$ cat src/rtl/pkt_page_pkg.sv
package pkt_page_pkg;
  typedef enum logic [2:0] {
    CMD_NOP     = 3'd0,
    CMD_ALLOC   = 3'd1,
    CMD_RESET   = 3'd2,
    CMD_RX_POP  = 3'd3,
    CMD_RX_FREE = 3'd4,
    CMD_RELEASE = 3'd5,
    CMD_TX_PUSH = 3'd6,
    CMD_TX_CLR  = 3'd7
  } mmu_cmd_e;

  localparam logic [2:0] A_CMD  = 3'd0;
  localparam logic [2:0] A_PNUM = 3'd1;
  localparam logic [2:0] A_ARES = 3'd2;
  localparam logic [2:0] A_DONE = 3'd3;
  localparam logic [2:0] A_RXQ  = 3'd4;
  localparam logic [2:0] A_STAT = 3'd5;
  localparam logic [2:0] A_MASK = 3'd6;
  localparam logic [2:0] A_CTRL = 3'd7;

  localparam logic [7:0] ALLOC_FAIL = 8'h80;
  localparam logic [7:0] EMPTY_CODE = 8'h80;
  localparam logic [7:0] ACK_MASK   = 8'hD6;
endpackage

$ cat src/rtl/page_fifo.sv
module page_fifo #(
  parameter int DEPTH = 4,
  parameter int W     = 2
) (
  input  logic         clk_i,
  input  logic         rst_ni,
  input  logic         clr_i,
  input  logic         push_i,
  input  logic         pop_i,
  input  logic [W-1:0] din_i,
  output logic [W-1:0] head_o,
  output logic         empty_o,
  output logic         full_o,
  output logic         empty_nx_o
);
  localparam int CW = $clog2(DEPTH + 1);

  logic [CW-1:0] cnt_q, cnt_d, wr_idx;
  logic [W-1:0]  mem_q [DEPTH];
  logic [W-1:0]  mem_d [DEPTH];
  logic          do_push, do_pop;

  assign empty_o = (cnt_q == '0);
  assign full_o  = (cnt_q == CW'(DEPTH));
  assign do_pop  = pop_i & ~empty_o;
  assign do_push = push_i & ~full_o;
  assign wr_idx  = cnt_q - CW'(do_pop);

  always_comb begin
    cnt_d = clr_i ? '0 : cnt_q + CW'(do_push) - CW'(do_pop);
    for (int i = 0; i < DEPTH; i++) mem_d[i] = mem_q[i];
    if (do_pop)
      for (int i = 0; i < DEPTH - 1; i++) mem_d[i] = mem_q[i+1];
    if (do_push) mem_d[wr_idx] = din_i;
  end

  assign empty_nx_o = (cnt_d == '0);
  assign head_o     = mem_q[0];

  always_ff @(posedge clk_i or negedge rst_ni) begin
    if (!rst_ni) begin
      cnt_q <= '0;
      for (int i = 0; i < DEPTH; i++) mem_q[i] <= '0;
    end else begin
      cnt_q <= cnt_d;
      for (int i = 0; i < DEPTH; i++) mem_q[i] <= mem_d[i];
    end
  end

  // push into a full queue is dropped
  assert_no_overflow_R6: assert property (@(posedge clk_i) disable iff (!rst_ni)
    push_i && full_o && !pop_i && !clr_i |=> cnt_q == $past(cnt_q));

  assert_pop_count_R8: assert property (@(posedge clk_i) disable iff (!rst_ni)
    pop_i && !empty_o && !push_i && !clr_i |=> cnt_q == $past(cnt_q) - CW'(1));
endmodule

$ cat src/rtl/page_pool.sv
module page_pool #(
  parameter int N  = 4,
  parameter int PW = 2
) (
  input  logic          clk_i,
  input  logic          rst_ni,
  input  logic          alloc_i,
  input  logic [N-1:0]  rel_i,
  input  logic          clr_all_i,
  output logic          free_any_o,
  output logic [PW-1:0] low_free_o
);
  logic [N-1:0] used_q, set_vec;

  always_comb begin
    low_free_o = '0;
    for (int i = N - 1; i >= 0; i--)
      if (!used_q[i]) low_free_o = PW'(i);
  end

  assign free_any_o = ~&used_q;

  always_comb begin
    set_vec = '0;
    if (alloc_i) set_vec[low_free_o] = 1'b1;
  end

  always_ff @(posedge clk_i or negedge rst_ni) begin
    if (!rst_ni)        used_q <= '0;
    else if (clr_all_i) used_q <= '0;
    else                used_q <= (used_q & ~rel_i) | set_vec;
  end

  assert_alloc_has_free_R1: assert property (@(posedge clk_i) disable iff (!rst_ni)
    alloc_i |-> free_any_o);

  assert_alloc_marks_R1: assert property (@(posedge clk_i) disable iff (!rst_ni)
    alloc_i && !clr_all_i |=> used_q[$past(low_free_o)]);
endmodule

$ cat src/rtl/pkt_page_mgr.sv
module pkt_page_mgr
  import pkt_page_pkg::*;
#(
  parameter int NUM_PAGES = 4,
  parameter int QDEPTH    = NUM_PAGES
) (
  input  logic       clk_i,
  input  logic       rst_ni,
  input  logic       reg_we_i,
  input  logic [2:0] reg_addr_i,
  input  logic [7:0] reg_wdata_i,
  output logic [7:0] reg_rdata_o,
  input  logic       rx_req_i,
  output logic       rx_avail_o,
  output logic [7:0] rx_page_o,
  output logic       tx_valid_o,
  output logic [7:0] tx_page_o,
  input  logic       tx_take_i,
  output logic       irq_o
);
  localparam int PW = (NUM_PAGES > 1) ? $clog2(NUM_PAGES) : 1;

  logic [7:0]  pnum_q, mask_q, ares_q, status;
  logic        auto_q, rcv_q, tx_q, txe_q, alloc_q;
  logic        cmd_pend_q;
  mmu_cmd_e    pend_cmd_q, cmd_sel;

  logic        free_any;
  logic [PW-1:0] low_free;
  logic [NUM_PAGES-1:0] rel;

  logic [PW-1:0] txq_head, doneq_head, rxq_head;
  logic txq_empty, txq_full, txq_empty_nx;
  logic doneq_empty, doneq_full, doneq_empty_nx;
  logic rxq_empty, rxq_full, rxq_empty_nx;

  logic cmd_wr, ack_wr, rx_fire, tx_fire, cmd_go;
  logic c_alloc, c_reset, c_rxpop, c_rxfree, c_release, c_txpush, c_txclr;
  logic retry, alloc_ok, doneq_pop;

  assign cmd_wr = reg_we_i && reg_addr_i == A_CMD;
  assign ack_wr = reg_we_i && reg_addr_i == A_STAT;

  // receive has priority; a colliding command is held one cycle
  assign rx_avail_o = ~cmd_pend_q & free_any & ~rxq_full;
  assign rx_fire    = rx_req_i & rx_avail_o;
  assign cmd_go     = cmd_pend_q | (cmd_wr & ~rx_fire);
  assign cmd_sel    = cmd_pend_q ? pend_cmd_q : mmu_cmd_e'(reg_wdata_i[7:5]);

  assign c_alloc   = cmd_go && cmd_sel == CMD_ALLOC;
  assign c_reset   = cmd_go && cmd_sel == CMD_RESET;
  assign c_rxpop   = cmd_go && cmd_sel == CMD_RX_POP;
  assign c_rxfree  = cmd_go && cmd_sel == CMD_RX_FREE;
  assign c_release = cmd_go && cmd_sel == CMD_RELEASE;
  assign c_txpush  = cmd_go && cmd_sel == CMD_TX_PUSH;
  assign c_txclr   = cmd_go && cmd_sel == CMD_TX_CLR;

  assign tx_fire   = tx_take_i & ~txq_empty;
  assign doneq_pop = ack_wr & reg_wdata_i[1];

  // pending allocation retries while the single allocation port is idle
  assign retry    = (ares_q == ALLOC_FAIL) && free_any && !rx_fire && !c_alloc && !c_reset;
  assign alloc_ok = (c_alloc & free_any) | retry;

  always_comb begin
    rel = '0;
    if (c_rxfree && !rxq_empty) rel[rxq_head] = 1'b1;
    if (c_release && int'(pnum_q) < NUM_PAGES) rel[pnum_q[PW-1:0]] = 1'b1;
    if (tx_fire && auto_q) rel[txq_head] = 1'b1;
  end

  page_pool #(.N(NUM_PAGES), .PW(PW)) u_pool (
    .clk_i      (clk_i),
    .rst_ni     (rst_ni),
    .alloc_i    (rx_fire | alloc_ok),
    .rel_i      (rel),
    .clr_all_i  (c_reset),
    .free_any_o (free_any),
    .low_free_o (low_free)
  );

  page_fifo #(.DEPTH(QDEPTH), .W(PW)) u_txq (
    .clk_i      (clk_i),
    .rst_ni     (rst_ni),
    .clr_i      (c_reset | c_txclr),
    .push_i     (c_txpush),
    .pop_i      (tx_take_i),
    .din_i      (pnum_q[PW-1:0]),
    .head_o     (txq_head),
    .empty_o    (txq_empty),
    .full_o     (txq_full),
    .empty_nx_o (txq_empty_nx)
  );

  page_fifo #(.DEPTH(QDEPTH), .W(PW)) u_doneq (
    .clk_i      (clk_i),
    .rst_ni     (rst_ni),
    .clr_i      (c_reset | c_txclr),
    .push_i     (tx_fire & ~auto_q),
    .pop_i      (doneq_pop),
    .din_i      (txq_head),
    .head_o     (doneq_head),
    .empty_o    (doneq_empty),
    .full_o     (doneq_full),
    .empty_nx_o (doneq_empty_nx)
  );

  page_fifo #(.DEPTH(QDEPTH), .W(PW)) u_rxq (
    .clk_i      (clk_i),
    .rst_ni     (rst_ni),
    .clr_i      (c_reset),
    .push_i     (rx_fire),
    .pop_i      (c_rxpop | c_rxfree),
    .din_i      (low_free),
    .head_o     (rxq_head),
    .empty_o    (rxq_empty),
    .full_o     (rxq_full),
    .empty_nx_o (rxq_empty_nx)
  );

  always_ff @(posedge clk_i or negedge rst_ni) begin
    if (!rst_ni) begin
      cmd_pend_q <= 1'b0;
      pend_cmd_q <= CMD_NOP;
      pnum_q     <= '0;
      mask_q     <= '0;
      auto_q     <= 1'b0;
      ares_q     <= '0;
      rcv_q      <= 1'b0;
      tx_q       <= 1'b0;
      txe_q      <= 1'b1;
      alloc_q    <= 1'b0;
    end else begin
      cmd_pend_q <= cmd_wr & (cmd_pend_q | rx_fire);
      pend_cmd_q <= mmu_cmd_e'(reg_wdata_i[7:5]);
      if (reg_we_i && reg_addr_i == A_PNUM) pnum_q <= reg_wdata_i;
      if (reg_we_i && reg_addr_i == A_MASK) mask_q <= reg_wdata_i;
      if (reg_we_i && reg_addr_i == A_CTRL) auto_q <= reg_wdata_i[0];

      if (c_reset)      ares_q <= '0;
      else if (c_alloc) ares_q <= free_any ? 8'(low_free) : ALLOC_FAIL;
      else if (retry)   ares_q <= 8'(low_free);

      if (c_alloc)    alloc_q <= free_any;
      else if (retry) alloc_q <= 1'b1;

      if (rx_fire)                    rcv_q <= 1'b1;
      else if (c_rxpop || c_rxfree)   rcv_q <= ~rxq_empty_nx;

      tx_q  <= (tx_q  & ~(ack_wr & ACK_MASK[1] & reg_wdata_i[1])) | ~doneq_empty_nx;
      txe_q <= (txe_q & ~(ack_wr & ACK_MASK[2] & reg_wdata_i[2])) | txq_empty_nx;
    end
  end

  assign status = {4'b0000, alloc_q, txe_q, tx_q, rcv_q};
  assign irq_o  = |(status & mask_q);

  assign rx_page_o  = 8'(low_free);
  assign tx_valid_o = ~txq_empty;
  assign tx_page_o  = 8'(txq_head);

  always_comb begin
    unique case (reg_addr_i)
      A_CMD:  reg_rdata_o = '0;
      A_PNUM: reg_rdata_o = pnum_q;
      A_ARES: reg_rdata_o = ares_q;
      A_DONE: reg_rdata_o = doneq_empty ? EMPTY_CODE : 8'(doneq_head);
      A_RXQ:  reg_rdata_o = rxq_empty ? EMPTY_CODE : 8'(rxq_head);
      A_STAT: reg_rdata_o = status;
      A_MASK: reg_rdata_o = mask_q;
      default: reg_rdata_o = {7'b0, auto_q};
    endcase
  end

  assert_alloc_flag_R2: assert property (@(posedge clk_i) disable iff (!rst_ni)
    alloc_ok |=> status[3]);

  assert_rcv_set_R4: assert property (@(posedge clk_i) disable iff (!rst_ni)
    rx_fire |=> status[0]);

  assert_txq_full_R6: assert property (@(posedge clk_i) disable iff (!rst_ni)
    c_txpush && txq_full && !tx_take_i |=> tx_valid_o && $stable(tx_page_o));

  assert_done_full_R7: assert property (@(posedge clk_i) disable iff (!rst_ni)
    tx_fire && !auto_q && doneq_full && !doneq_pop |=> $stable(doneq_head));

  assert_mask_zero_R9: assert property (@(posedge clk_i) disable iff (!rst_ni)
    reg_we_i && reg_addr_i == A_MASK && reg_wdata_i == 8'h00 |=> !irq_o);

  assert_cmd_defer_R10: assert property (@(posedge clk_i) disable iff (!rst_ni)
    cmd_wr && rx_fire |=> cmd_pend_q && !rx_avail_o);
endmodule

$ cat config.mk
export PLATFORM = sky130hd
export DESIGN_NAME = pkt_page_mgr
export DESIGN_NICKNAME = d
export VERILOG_FILES = /design/src/rtl/pkt_page_pkg.sv /design/src/rtl/page_fifo.sv /design/src/rtl/page_pool.sv /design/src/rtl/pkt_page_mgr.sv
export SDC_FILE = /design/constraint.sdc
export NUM_CORES = 1
export LEC_CHECK = 0
export ABC_AREA = 1
export CORE_ASPECT_RATIO = 0.8
export CORE_MARGIN = 2
export CORE_UTILIZATION = 30
export CTS_CLUSTER_DIAMETER = 40
export DETAILED_ROUTE_END_ITERATION = 10
export DONT_BUFFER_PORTS = 1
export GPL_TIMING_DRIVEN = 1
export SLEW_MARGIN = 25
export SYNTH_ARGS = -nofsm -noshare
export SYNTH_HDL_FRONTEND = slang
export SYNTH_SLANG_ARGS = --single-unit
$ cat constraint.sdc
create_clock -name clk_i -period 5.2 [get_ports clk_i]
set_input_delay 1.04 -clock clk_i [delete_from_list [all_inputs] [get_ports clk_i]]
set_output_delay 1.04 -clock clk_i [all_outputs]
set_load 0.03 [all_outputs]
Word-level counts from Yosys, hierarchy flattened
Index checks and enable logic that the tools add are counted.
{ "op_classes": {"addsub": 9, "multipliers": 0, "div_mod_pow": 0, "n_lt_le_gt_ge": 15, "eq_ne": 18, "n_shift": 0, "mux": 47, "bitwise_logic": 47, "n_reduce_logical": 44} }
{ "ops": {"columns": ["operator", "n"], "rows": [
  ["$mux 8", 9],
  ["$pmux 8 s7", 1],
  ["$eq 3x3->1 const B", 11],
  ["$logic_and 1x1->1", 26],
  ["$bwmux 8", 3],
  ["$logic_not 3->1", 7],
  ["$mux 4", 5],
  ["$mux 6", 3],
  ["$sub 3x1->3", 6],
  ["$and 1x1->1", 17],
  ["$mux 2", 7],
  ["$not 1->1", 13],
  ["$demux 2 s2", 3],
  ["$eq 3x2->1 const B", 4],
  ["$ge 4x3->1 const B", 3],
  ["$lt 2x3->1 const B", 4],
  ["$lt 4x1->1 const B", 3],
  ["$mux 3", 4],
  ["$not 3->4", 3],
  ["$or 4x4->4", 3],
  ["$add 3x1->3", 3],
  ["$and 4x8->8", 1],
  ["$demux 1 s2", 4],
  ["$eq 8x8->1 const B", 1],
  ["13 further kinds", 36]
]} }
{ "word_totals": {"regBits": 70, "latch_bits": 0, "mem_bits_rw": 0, "mem_bits_ro": 0, "word_cells": 206, "memories": 0} }

Depth between registers and ports, before layout
Gate-level depths: netlist of run 1.
{ "logic_depth": {"depth_word": 19, "ltp_mapped": 19, "depth_no_buf": 19} }

Hierarchy
Synthesis of run 1 repeated with hierarchy kept, for this count alone.
{ "unflattened": {"cells_unflattened": 635, "area_unflattened_um2": 4420.5} }
{ "modules_own_cells": {"columns": ["mod", "instances", "cells_per_inst", "area_per_inst_um2", "seq_area_each_um2"], "rows": [
  ["pkt_page_mgr", 1, 270, 1846.8, 701.9],
  ["page_fifo (u_doneq ...)", 2, 109, 775.7, 275.3],
  ["page_fifo (u_txq)", 1, 112, 784.5, 275.3],
  ["page_pool", 1, 35, 237.7, 100.1]
]} }

Worst setup path after synthesis of run 1
Ideal clock, no wire load.
{ "synth_path": {"path_type": "in2out", "startpoint": "in reg_addr_i[0]", "endpoint": "out reg_rdata_o[4]", "arrival_ns": 2.271, "required_time_ns": 4.160, "setup_slack_ns": 1.889, "stages": 6, "n_path_buf": 0, "cell_sequence": "inv_1 > nor2_1 > inv_1 > nor2_1 > inv_1 > o21ai_0"} }
{ "synth_via": {"elab_chain_cells": 2, "word_cells_on_any_way": 8, "classes_between": "6 x eq/ne; 1 x mux; 1 x reduce/logical"} }
{ "synth_rtl": {"columns": ["item", "line", "rtl"], "rows": [
  ["start, declared", "pkt_page_mgr.sv:10", "input logic [2:0] reg_addr_i,"],
  ["$eq 3x3->1, or another cell as far along", "pkt_page_mgr.sv:163", "unique case (reg_addr_i)"],
  ["$pmux 8 s7 *", "pkt_page_mgr.sv:163", null],
  ["end, declared", "pkt_page_mgr.sv:12", "output logic [7:0] reg_rdata_o,"]
]} }
Mark *: on every way between the ends. The rest lies on a longest branch, timed or not.

Worst setup path in the final report of run 1
Ends and elaborated chain as after synthesis.

==> flow_metrics.env, run 1 <==
export IMPL_status="completed"
export IMPL_num_vias=3236
export IMPL_synth_area_sq_mm=0.00387
export IMPL_timing_fmax_ghz=0.275
export IMPL_regToRegSetupSlack_ns=2.02
export IMPL_hold_ws_ns=0.403
export IMPL_ir_drop_uv=170
export IMPL_viasPerCell=4.62
export IMPL_routed_wl_microns=9320
export IMPL_gr_usage_all_layers_pct=14.9
export IMPL_die_h_microns=106
export IMPL_post_cts_buffers=0
export IMPL_rr_startpoint="u_txq.cnt_q[2]"
export IMPL_place_area_sq_mm=0.00403
export IMPL_dieArea_sq_mm=0.0138
export IMPL_cts_buffers=9
export IMPL_critical_path_class="input pin to output pin"
export IMPL_setup_viol=0
export IMPL_area_delta_synth_final_pct=12.0
export IMPL_layout_min_cycle_time_ns=3.64
export IMPL_finalMaxSlewViolations=0
export IMPL_grt_ovfl_total=0
export IMPL_skew_ns=0.0121
export IMPL_yosysMostFrequentCell="nand2_1"
export IMPL_p_per_area_mw_per_mm2=516
export IMPL_critPathCaptureType="output pin"
export IMPL_hpwl_microns=7290
export IMPL_hold_class="input pin to asynchronous set/reset pin"
export IMPL_yosys_area_top_type="dfrtp_1"
export IMPL_synth_area_leaders="dfrtp_1 (41%), nand2_1 (13%), inv_1 (8.1%), nand3_1 (4.7%), o21ai_0 (4.7%)"
export IMPL_synth_seq_area_share_pct=42.1
export IMPL_tns_ns=0
export IMPL_critical_path_arrival_ns=2.60
export IMPL_dieWidth_microns=131
export IMPL_coreArea_sq_mm=0.0127
export IMPL_h_tree_depth=3
export IMPL_ys_ff_latch=65
export IMPL_p_leak_nw=2.19
export IMPL_r2r_cells=10
export IMPL_port_buffers=0
export IMPL_drt_antenna_violating_nets=0
export IMPL_worstPathRequired_ns=4.16
export IMPL_antenna_found_initial=0
export IMPL_diodes=0
export IMPL_clock_sinks=65
export IMPL_async_flop_share_pct=100
export IMPL_yosysUniqueCellTypes=42
export IMPL_timing_final_ws_setup_ns=1.56
export IMPL_drive_gt1_share_pct=5.90
export IMPL_grt_pass1_wl_microns=15900
export IMPL_rsz0062_at_grt="no"
export IMPL_nNetsFinal=550
export IMPL_clkLatencyLatePin_ns=0.34
export IMPL_yosysTopAreaCellShare_pct=41.4
export IMPL_synth_edf_count=0
export IMPL_clockBufferDepth=2
export IMPL_cts_tree="built"
export IMPL_fin_crit_sh_pct=69.9
export IMPL_r2r_end="txe_q"
export IMPL_place_inst=684
export IMPL_slew_headroom_pct=32.7
export IMPL_dr_pass1_iters=4
export IMPL_wl_per_cell_microns=13.3
export IMPL_synth_common_cells="nand2_1 (139), inv_1 (83), dfrtp_1 (64)"
export IMPL_pre_cts_ws_ns=1.50
export IMPL_ys_flop_type="dfrtp_1"
export IMPL_synthCells=513
export IMPL_fill_cells=1340
export IMPL_grt_max_degree=66
export IMPL_drt_iter0_drc=277
export IMPL_hold_viol=0
export IMPL_path_clk_slew_ns=0.06
export IMPL_pin_count=43
export IMPL_ys_warn_count=0
export IMPL_tightest_slew_ns=0.999
export IMPL_grt_pass1_vias=3221
export IMPL_cp_max_fo=7
export IMPL_initial_core_util_pct=30.4
export IMPL_cts_root_buf="clkbuf_16"
export IMPL_num_rows=37
export IMPL_ctsHoldBuffers=0
export IMPL_cts_resized=0
export IMPL_syn_avg_cell_area_sq_um=7.54
export IMPL_final_instance_count_excl_fill=700
export IMPL_crit_path_start_kind="input pin"
export IMPL_gp_congestion=0.829
export IMPL_maxCapViolCount=0
export IMPL_stdcell_area_sq_mm=0.00433
export IMPL_drc_errors=0
## layer usage
metal / vias to the layer above / track usage (%) / wire length, microns
met3: 8 / 5.18 / 533
met1: 1519 / 20.6 / 4560
met5: - / 0 / 0
met4: 0 / 3.65 / 74
li1: 1627 / - / -
met2: 82 / 22.2 / 4160
## report_power, final
part,switching (W),leakage (nW),internal [W]
Sequential,0.000132,0.807,0.000662
Combinational,0.000556,1.24,0.000278
Clock,0.000226,0.145,0.000384
## registers in the layout (all words and copies together) (netlist names), 2 cells and up, named ones only
signal / flops
ares_q: 3
mask_q: 8
pend_cmd_q: 3
pnum_q: 8
u_doneq.cnt_q: 3
u_doneq.head_o: 2
u_doneq.mem_q: 4
u_pool.used_q: 4
u_rxq.cnt_q: 3
u_rxq.head_o: 2
u_rxq.mem_q: 4
u_txq.cnt_q: 3
u_txq.head_o: 2
u_txq.mem_q: 4
## critical path, stage by stage
cell,delay (ns)
inv_1,0.05
nor2_1,0.09
inv_1,0.06
nor2_1,0.38
inv_1,0.16
o21ai_0,0.81
## worst max path at each step
stage,slack (ns),from,cells after the start,to
after global placement,1.58,reg_addr_i[0],8,reg_rdata_o[0]
after floorplan,1.89,reg_addr_i[0],6,reg_rdata_o[4]
after detailed placement,1.50,reg_addr_i[0],15,u_doneq.mem_q[5]
after CTS,1.55,reg_addr_i[0],8,reg_rdata_o[0]
after global routing,1.30,reg_addr_i[0],8,reg_rdata_o[0]
final,1.56,reg_addr_i[0],6,reg_rdata_o[4]
## layout make-up
| type | instances | area (sq um) | share of cell area (%) |
|---|---|---|---|
| clock buffers | 10 | 239 | 5.52 |
| clock inverters | 6 | 67.6 | 1.56 |
| well taps | 175 | 219 | 5.05 |
| flip-flops and latches | 65 | 1630 | 37.6 |
| multi-input cells | 356 | 1840 | 42.5 |
| repair buffers | 2 | 15.0 | 0.347 |
| inverters | 86 | 323 | 7.45 |
## logic make-up (layout without fill, tap and decap cells)
logic type / count (synthesis) / in the layout / synth area share (%)
compound gates: 76 / 76 / 11.5
flops: 65 / 65 / 42.1
other cells: 1 / 12 / 0.0969
buf+inv: 103 / 104 / 11.4
fa+ha+maj: 14 / 14 / 5.11
xor+xnor: 7 / 7 / 1.58
simple gates: 247 / 247 / 28.2
## cells in the final DEF, fill, tap and decap left out, types with 2 or more instances in the layout
master      Yosys  routed
dfrtp_1        64      64
o21a_1          4       4
o21ai_1         4       5
nand3b_1        2       2
nor3_2          2       2
nand3_1        36      36
a31oi_1         5       5
clkinvlp_4      0       2
o2111ai_1       2       2
inv_1          83      83
or2_2           2       2
nor2_1         43      43
o22ai_1         3       3
a21oi_1        12      12
buf_4          14       2
o21ai_0        36      35
nand2_1       139     139
nand4_1        10      10
clkinv_1        2       2
xor2_1          3       3
clkinv_4        0       2
nor3_1          6       6
xnor2_1         4       4
conb_1          1      12
a22o_1          2       2
fa_1            3       3
a22oi_1         3       3
ha_1           11      11
clkbuf_16       0       9
## metrics by stage
step | total power, W | util (%)
2_1_floorplan | 0.00144 | -
3_3_place_gp | 0.00161 | 31.6
3_5_place_dp | 0.00164 | 31.6
4_1_cts | 0.00226 | 34.0
5_1_grt | 0.00244 | 34.0
6_report | 0.00224 | 34.0
Note: power is estimated with default switching activity, not from simulation.
==> run 2: changes to the inputs <==
==> constraint.sdc (replaced) <==
create_clock -name clk_i -period 3.05 [get_ports clk_i]
set_input_delay 0.61 -clock clk_i [delete_from_list [all_inputs] [get_ports clk_i]]
set_output_delay 0.61 -clock clk_i [all_outputs]
set_load 0.03 [all_outputs]
==> run 2 against run 1 <==
  * Critical path depth increased by 7
  * Hold slack got worse by 0.28 ns
  * Sequential share of layout area fell by 0.98 points
  * Critical endpoint is now tx_q
  * Register-to-register slack lost 1.7 ns
  * Sequential power is 70% higher
  * Utilization increased by 0.91 points
  * Clock-buffer cell count up 3
  * Combinational power up 81%
  * Cell area up 2.7%
  * Clock power rose by 57%
  * Clock skew shrank 0.0028 ns
  * Global-route usage down 0.063 points
==> flow_metrics.env, run 2 (synthesis gave the netlist of run 1 again) <==
export IMPL_status="completed"
export IMPL_use_met1_pct=21.5
export IMPL_fin_util_pct=34.9
export IMPL_top_regs="mask_q x8, pnum_q x8"
export IMPL_regToRegSetupSlack_ns=0.32
export IMPL_total_power_w=0.00381
export IMPL_port_buffers=0
export IMPL_critPathCaptureType="flip-flop"
export IMPL_hold_viol=0
export IMPL_maxCapViolCount=0
export IMPL_rr_startpoint="u_doneq.cnt_q[2]"
export IMPL_critical_path_class="flip-flop to flip-flop"
export IMPL_grt_pass1_vias=3106
export IMPL_finalMaxSlewViolations=0
export IMPL_p_leak_nw=2.27
export IMPL_wl_per_cell_microns=13.3
export IMPL_routed_wl_microns=9550
export IMPL_cp_max_fo=4
export IMPL_layout_min_cycle_time_ns=2.73
export IMPL_timing_fmax_ghz=0.367
export IMPL_grt_max_degree=65
export IMPL_cts_tree="built"
export IMPL_grt_ovfl_total=0
export IMPL_clockBufferDepth=2
export IMPL_grt_pass1_wl_microns=15800
export IMPL_tightest_slew_ns=0.818
export IMPL_crit_path_start_kind="flip-flop"
export IMPL_gr_usage_all_layers_pct=14.8
export IMPL_drc_errors=0
export IMPL_crit_chain="or2_2, nor2_1, inv_1, nand3_1, inv_1, ha_1, inv_1, ha_1, fa_1, xnor2_1, nor2_1, nor2_1, nand2_1"
export IMPL_skew_ns=0.00922
export IMPL_layout_common_cells="nand2_1 (139), inv_1 (83), dfrtp_1 (64)"
export IMPL_pin_count=43
export IMPL_initial_core_util_pct=30.4
export IMPL_drt_antenna_violating_nets=0
export IMPL_top_usage_layer="met1"
export IMPL_grt_util_met3_pct=5.03
export IMPL_area_delta_synth_final_pct=15.0
export IMPL_h_tree_depth=3
export IMPL_slowest_delay_ns=0.41
export IMPL_die_h_microns=106
export IMPL_num_vias=3253
export IMPL_antenna_found_initial=0
export IMPL_r2r_end="tx_q"
export IMPL_num_rows=37
export IMPL_nNetsFinal=566
export IMPL_gp_congestion=0.837
export IMPL_p_per_area_mw_per_mm2=857
export IMPL_worstPathRequired_ns=3.27
export IMPL_cts_root_buf="clkbuf_16"
export IMPL_fin_crit_sh_pct=89.3
export IMPL_dieArea_sq_mm=0.0138
export IMPL_startpoint="u_doneq.cnt_q[2]"
export IMPL_use_met2_pct=21.1
export IMPL_cp_slowest_cell="dfrtp_1"
export IMPL_clkLatencyLatePin_ns=0.33
export IMPL_critical_path_arrival_ns=2.95
export IMPL_drt_iter0_drc=271
export IMPL_dr_pass1_iters=5
export IMPL_coreArea_sq_mm=0.0127
export IMPL_path_clk_slew_ns=0.06
export IMPL_clock_sinks=65
export IMPL_post_cts_buffers=0
export IMPL_slew_headroom_pct=45.4
export IMPL_setup_viol=0
export IMPL_hold_class="input pin to asynchronous set/reset pin"
export IMPL_diodes=0
export IMPL_drive_gt1_share_pct=8.69
export IMPL_dieWidth_microns=131
export IMPL_viasPerCell=4.54
export IMPL_hpwl_microns=7350
export IMPL_ir_drop_uv=354
export IMPL_r2r_cells=13
export IMPL_final_common_cell="nand2_1"
export IMPL_cts_buffers=9
-- run 2: cell types whose count changed in the layout (fill, tap and decap cells not counted), sizes merged --
cell,change
clkbuf,+3
clkinvlp,-2
bufinv,-1
buf,+16
-- run 2: power by group --
part / internal (W) / total, W / switching, W
clock: 0.000590 / 0.000958 / 0.000367
sequential: 0.00113 / 0.00135 / 0.000221
combinational: 0.000520 / 0.00151 / 0.000986
-- run 2: critical path: cells and delay by family, from the launching register on --
family / cells / cell delay [ns]
adder cells (fa/ha/maj): 3 / 0.88
XOR/XNOR: 1 / 0.17
AND/OR/NAND/NOR: 6 / 0.91
flip-flops: 1 / 0.41
buffers and inverters: 3 / 0.25
-- run 2: how the worst max path moves through the flow --
stage	to	slack, ns
2_1_floorplan	u_doneq.mem_q[5]	0.21
3_3_place_gp	rcv_q	0.13
3_5_place_dp	tx_q	0.05
4_1_cts	rcv_q	0.22
5_1_grt	rcv_q	-0.02
6_report	tx_q	0.32
-- run 2: layer usage --
layer,up-vias,share of wire (%)
met1,1500,50
met4,0,0.89
met2,82,43
met5,-,0
met3,8,6.3
li1,1663,-
-- run 2: layout make-up --
| class | instances | area (sq um) |
|---|---|---|
| Fill cell | 1345 | 8280 |
| Multi-Input combinational cell | 356 | 1850 |
| Sequential cell | 65 | 1630 |
| Inverter | 86 | 323 |
| Clock buffer | 13 | 260 |
| Tap cell | 175 | 219 |
| Timing Repair Buffer | 18 | 155 |
| Clock inverter | 3 | 15.0 |
-- run 2: stage by stage --
step                      instances  setup TNS, ns  hold slack, ns  setup slack [ns]  cell area [sq um]
after CTS                       716              0           0.106             0.217               4440
after global placement          699              0           0.319             0.129               4140
after global routing            716        -0.0159          0.0989           -0.0159               4450
final                           716              0           0.119             0.325               4450
after detailed placement        699              0           0.319            0.0458               4140
after floorplan                 524              0           0.314             0.214               3910
-- run 2: what timing repair did --
action / in CTS / in global routing
endpoints found under the setup margin: 0 / 1
resized for setup: 0 / 2
hold buffers: 1 / 0
endpoints found under the hold margin: 64 / 0
